`config.mk`:
```
export PLATFORM = sky130hd
export DESIGN_NAME = err_en_cmd_reg
export DESIGN_NICKNAME = d
export VERILOG_FILES = /design/src/rtl/err_en_cmd_reg.sv
export SDC_FILE = /design/constraint.sdc
export NUM_CORES = 1
export LEC_CHECK = 0
export BUFFER_PORTS_ARGS = -buffer_cell sky130_fd_sc_hd__buf_2
export CAP_MARGIN = 10
export CELL_PAD_IN_SITES_DETAIL_PLACEMENT = 1
export CELL_PAD_IN_SITES_GLOBAL_PLACEMENT = 2
export CORE_MARGIN = 2
export CORE_UTILIZATION = 26
export DETAILED_ROUTE_END_ITERATION = 6
export GPL_ROUTABILITY_DRIVEN = 0
export PLACE_DENSITY = 0.82
export SYNTH_ARGS = -nofsm -noshare
export SYNTH_HDL_FRONTEND = slang
export SYNTH_SLANG_ARGS = --single-unit
export TNS_END_PERCENT = 50
```
`constraint.sdc`:
```
create_clock -name clk -period 4.9 [get_ports clk]
set_input_delay 1.47 -clock clk [delete_from_list [all_inputs] [get_ports clk]]
set_output_delay 1.47 -clock clk [all_outputs]
set_load 0.05 [all_outputs]
```
`src/rtl/err_en_cmd_reg.sv`:
```
module err_en_cmd_reg #(
  parameter int ADDR_W = 6,
  parameter int NCH = 32,
  parameter logic [ADDR_W-1:0] CMD_WORD = 6'h06,
  parameter logic [ADDR_W-1:0] MAP_WORD = 6'h07
) (
  input  logic              clk,
  input  logic              rst_n,
  input  logic [ADDR_W-1:0] bus_addr,
  input  logic              bus_we,
  input  logic [3:0]        bus_be,
  input  logic [31:0]       bus_wdata,
  output logic [31:0]       bus_rdata,
  output logic [NCH-1:0]    irq_en
);

  localparam int SET_LANE = 1;
  localparam int CLR_LANE = 0;

  initial if (NCH < 1 || NCH > 32) $error("NCH out of range");

  function automatic logic [NCH-1:0] cmd_mask(input logic live, input logic [7:0] b);
    logic [NCH-1:0] m;
    m = '0;
    if (live && !b[7]) begin
      if (b[6]) m = '1;
      else if (!b[5])
        for (int c = 0; c < NCH; c++) m[c] = (b[4:0] == 5'(c));
    end
    return m;
  endfunction

  wire cmd_wr = bus_we && (bus_addr == CMD_WORD);
  wire [7:0] set_byte = bus_wdata[8*SET_LANE +: 8];
  wire [7:0] clr_byte = bus_wdata[8*CLR_LANE +: 8];
  wire [NCH-1:0] set_m = cmd_mask(cmd_wr && bus_be[SET_LANE], set_byte);
  wire [NCH-1:0] clr_m = cmd_mask(cmd_wr && bus_be[CLR_LANE], clr_byte);

  always_ff @(posedge clk or negedge rst_n)
    if (!rst_n) irq_en <= '0;
    else        irq_en <= (irq_en | set_m) & ~clr_m;

  always_comb begin
    bus_rdata = '0;
    if (bus_addr == MAP_WORD) bus_rdata[NCH-1:0] = irq_en;
  end

  wire set_live = cmd_wr && bus_be[1] && !bus_wdata[15];
  wire clr_live = cmd_wr && bus_be[0] && !bus_wdata[7];

  assert_reset_R1: assert property (@(posedge clk) $rose(rst_n) |-> irq_en == '0);

  assert_set_one_R2: assert property (@(posedge clk) disable iff (!rst_n)
    (set_live && bus_wdata[14:13] == 2'b00 && int'(bus_wdata[12:8]) < NCH && !clr_live)
    |=> irq_en[$past(bus_wdata[12:8])]);

  assert_clr_one_R3: assert property (@(posedge clk) disable iff (!rst_n)
    (clr_live && bus_wdata[6:5] == 2'b00 && int'(bus_wdata[4:0]) < NCH)
    |=> !irq_en[$past(bus_wdata[4:0])]);

  assert_reserved_R4: assert property (@(posedge clk) disable iff (!rst_n)
    (set_live && bus_wdata[14:13] == 2'b01 && !clr_live) |=> $stable(irq_en));

  assert_set_all_R5: assert property (@(posedge clk) disable iff (!rst_n)
    (set_live && bus_wdata[14] && !clr_live) |=> &irq_en);

  assert_clr_all_R6: assert property (@(posedge clk) disable iff (!rst_n)
    (clr_live && bus_wdata[6]) |=> irq_en == '0);

  assert_nop_R7: assert property (@(posedge clk) disable iff (!rst_n)
    (cmd_wr && bus_wdata[15] && bus_wdata[7]) |=> $stable(irq_en));

  assert_strobe_off_R8: assert property (@(posedge clk) disable iff (!rst_n)
    (cmd_wr && bus_be[1:0] == 2'b00) |=> $stable(irq_en));

  assert_clear_wins_R9: assert property (@(posedge clk) disable iff (!rst_n)
    (set_live && clr_live && bus_wdata[14:8] == bus_wdata[6:0] && bus_wdata[6:5] == 2'b00
     && int'(bus_wdata[4:0]) < NCH) |=> !irq_en[$past(bus_wdata[4:0])]);

  assert_cmd_read_R10: assert property (@(posedge clk) disable iff (!rst_n)
    (bus_addr == CMD_WORD) |-> bus_rdata == 32'h0);

  assert_other_write_R10: assert property (@(posedge clk) disable iff (!rst_n)
    (bus_we && bus_addr != CMD_WORD) |=> $stable(irq_en));

  assert_idle_R11: assert property (@(posedge clk) disable iff (!rst_n)
    !bus_we |=> $stable(irq_en));

endmodule

```
==> run_results.csv <==
group,metric,value,unit
status,status,"finished, final reports clean",
timing,post-route-period-util,85.12,%
placement,place_ws,696.0,ps
global_route,grt_overflow_total,0,
placement,dp_cells,420,
drt,ant_nets,0,
placement,dp_hpwl,5.050,mm
drt,drtPass1Iterations,4,
layout,top_regs,"irq_en (32)",
layout,largest_reg_flops,32,
layout,final_layout_size_suffix_gt1_share,32.52,%
drt,drt_iter0_markers,127,
timing,period_needed,4171,ps
pwr,switchingPower,208.4,µW
pwr,pwr-share-comb,22.9,%
yosys,ys_types,23,
min_path,hp-class,"flip-flop to flip-flop",
layout,antennaDiodeCount,0,
clock_tree,cts_tree,"built",
floorplanning,die_y,93.73,µm
setup_path,cpPeakStageDelay,270,ps
pwr,p_int,434.3,µW
floorplanning,ioPinCount,109,
layout,regMostFlops,"irq_en",
global_route,grt_max_degree,33,
yosys,synth-seq-cells,32,
yosys,avgSynthCellArea,8.373,µm²
clock_tree,htree_levels,2,
pwr,p_seq_share,44.6,%
clock_tree,clock_path_buffers,2,
clock_tree,path_clk_slew,70,ps
clock_tree,cts_hold_buf,0,
floorplanning,core,0.007767,mm²
clock_tree,cts_resized,0,
setup_path,worstPathMaxFanout,19,
pwr,pwr-share-clk,32.6,%
setup_path,end_kind,"primary output",
global_route,grt_pass1_vias,2156,
timing,setup_violations,0,
layout,final_cells,428,
layout,regArea,800.8,µm²
pwr,swShare,32.42,%
yosys,syn_nets,295,
setup_path,cp_common_cell,"buf_2",
setup_path,critPathRequiredTime,3430,ps
setup_path,path_delay_family,"buffers and inverters",
floorplanning,fp-row-count,32,
timing,skew,0,ps
timing,setup_ws,729.3,ps
pwr,p_leak,0.001351,µW
timing,max_slew_margin,26.61,%
flow_run,drv_cap,0,
clock_tree,worstSkewPairLatency,270,ps
yosys,ys_seq_area_share,38.25,%
clock_tree,clkSinkCount,32,
clock_tree,cts-root-buf,"clkbuf_8",
setup_path,path_class,"input port to primary output",
timing,finalMaxSlewViolations,0,
timing,hold_viol,0,
placement,io_buffer_count,90,
setup_path,crit_path_top_delay_cell,"nor4b_2",
drt,route.detailed.drc,0,
drt,avgRoutedWirePerCell,16.46,µm
timing,grt_setup_unrepaired,"false",
setup_path,cp.arrival,2700,ps
pwr,power.density,241.2,mW/mm²
setup_path,critPathLaunchType,"input port",
layout,multi_input_area,0.001181,mm²
global_route,grt_usage,16.23,%
drt,wl,7.044,mm
floorplanning,fp.dieW,93.73,µm
setup_path,path_cells,"buf_2, nand3b_1, nor4b_2, buf_4, and2_1, buf_2",
yosys,yosysWarnings,0,
timing,clock.fmax,0.2398,GHz
setup_path,critical_path_buf_inv_count,3,
timing,worst_slew_pin_slew,1101,ps
floorplanning,initial_core_util,26.95,%
yosys,synth_cells,250,
layout,area_growth,27.32,%
drt,routed_via_density,5.058,
clock_tree,cts_buffers,5,
floorplanning,die-area,0.008784,mm²
layout,nFillCells,965,
drt,vias,2165,
layout,finish.net_count,370,
timing,whs,522.8,ps
clock_tree,cts_setup_buffers,0,
timing,setup-tns-final,0,ps
global_route,grt_antenna_before_repair,0,
global_route,grt_pass1_wl,11.21,mm
pwr,ir_drop,111.8,µV
yosys,synthesis.area,0.002093,mm²
==> cells in the final DEF (no fill, tap or decap), types with 3 or more instances in the layout <==
cell	count
a21oi_1	56
a31oi_1	8
and2_1	32
buf_2	90
clkbuf_8	6
dfrtp_1	32
nor2_1	36
nor2b_1	8
nor4b_1	3
nor4bb_1	3
o22a_1	25
o22a_2	7
or4b_1	3
==> metrics by stage <==
stage	power (µW)	cell area, µm²	util, %
after CTS	653.3	2665	34.31
final	642.7	2665	34.31
after global routing	675.5	2665	34.31
after detailed placement	439.3	2575	33.15
after floorplan	389.6	2093	-
after global placement	436.3	2575	33.15
==> worst paths after layout <==
kind	cells after the start	to	slack (ps)	start
worst max-delay path	6	bus_rdata[28]	730	bus_addr[3]
worst min-delay path	1	irq_en[16]	520	irq_en[16]
worst max register to register	1	irq_en[15]	4150	irq_en[15]
worst min register to register	1	irq_en[16]	520	irq_en[16]
max in group asynchronous	1	irq_en[27]	3170	rst_n
min in group asynchronous	1	irq_en[21]	1250	rst_n
==> kinds of logic (layout without fill, tap and decap cells) <==
family / count (synthesis) / count (layout) / share of synthesized area [%]
buf+inv: 24 / 100 / 5.619
compound gates: 96 / 96 / 29.59
simple gates: 98 / 98 / 26.54
flops: 32 / 32 / 38.25
==> power by group through the flow <==
stage                     Clock (µW)  Combinational, µW  Sequential [µW]
after floorplan                    0               53.9              336
after global placement             0                145              291
after detailed placement           0                147              292
after CTS                        219                148              287
after global routing             229                158              289
final                            209                147              287
==> layout make-up <==
| class | instances | share of cell area (%) |
|---|---|---|
| Multi-Input combinational cell | 194 | 44.32 |
| Sequential cell | 32 | 30.05 |
| Timing Repair Buffer | 92 | 17.46 |
| Tap cell | 102 | 4.789 |
| Clock buffer | 8 | 3.380 |
==> synthesized netlist by cell type <==
master | n | share of area (%)
buf_2 | 4 | 0.96
nand2_1 | 2 | 0.36
o22a_1 | 25 | 10
nor2_1 | 36 | 6.5
nor3_1 | 2 | 0.48
buf_1 | 2 | 0.36
nand3b_1 | 1 | 0.36
and4b_1 | 1 | 0.48
o22a_2 | 7 | 3.3
a31oi_1 | 8 | 2.4
clkbuf_1 | 15 | 2.7
nor4_1 | 2 | 0.60
and2_0 | 1 | 0.30
nor2b_1 | 8 | 2.4
and2_1 | 32 | 9.6
nor4b_1 | 4 | 1.7
nor4bb_1 | 3 | 1.4
or4b_1 | 3 | 1.4
a21oi_1 | 56 | 13
nor3b_1 | 2 | 0.72
nand2b_1 | 1 | 0.30
dfrtp_1 | 32 | 38
buf_6 | 3 | 1.6
==> routing by layer <==
| layer | GRT usage [%] | wire length (µm) | up-vias |
|---|---|---|---|
| met1 | 21.69 | 3294 | 1041 |
| li1 | - | - | 1051 |
| met5 | 0 | 0 | - |
| met4 | 4.710 | 116 | 0 |
| met2 | 26.67 | 3291 | 62 |
| met3 | 3.130 | 341 | 11 |
Power figures use the tool's default switching activity.
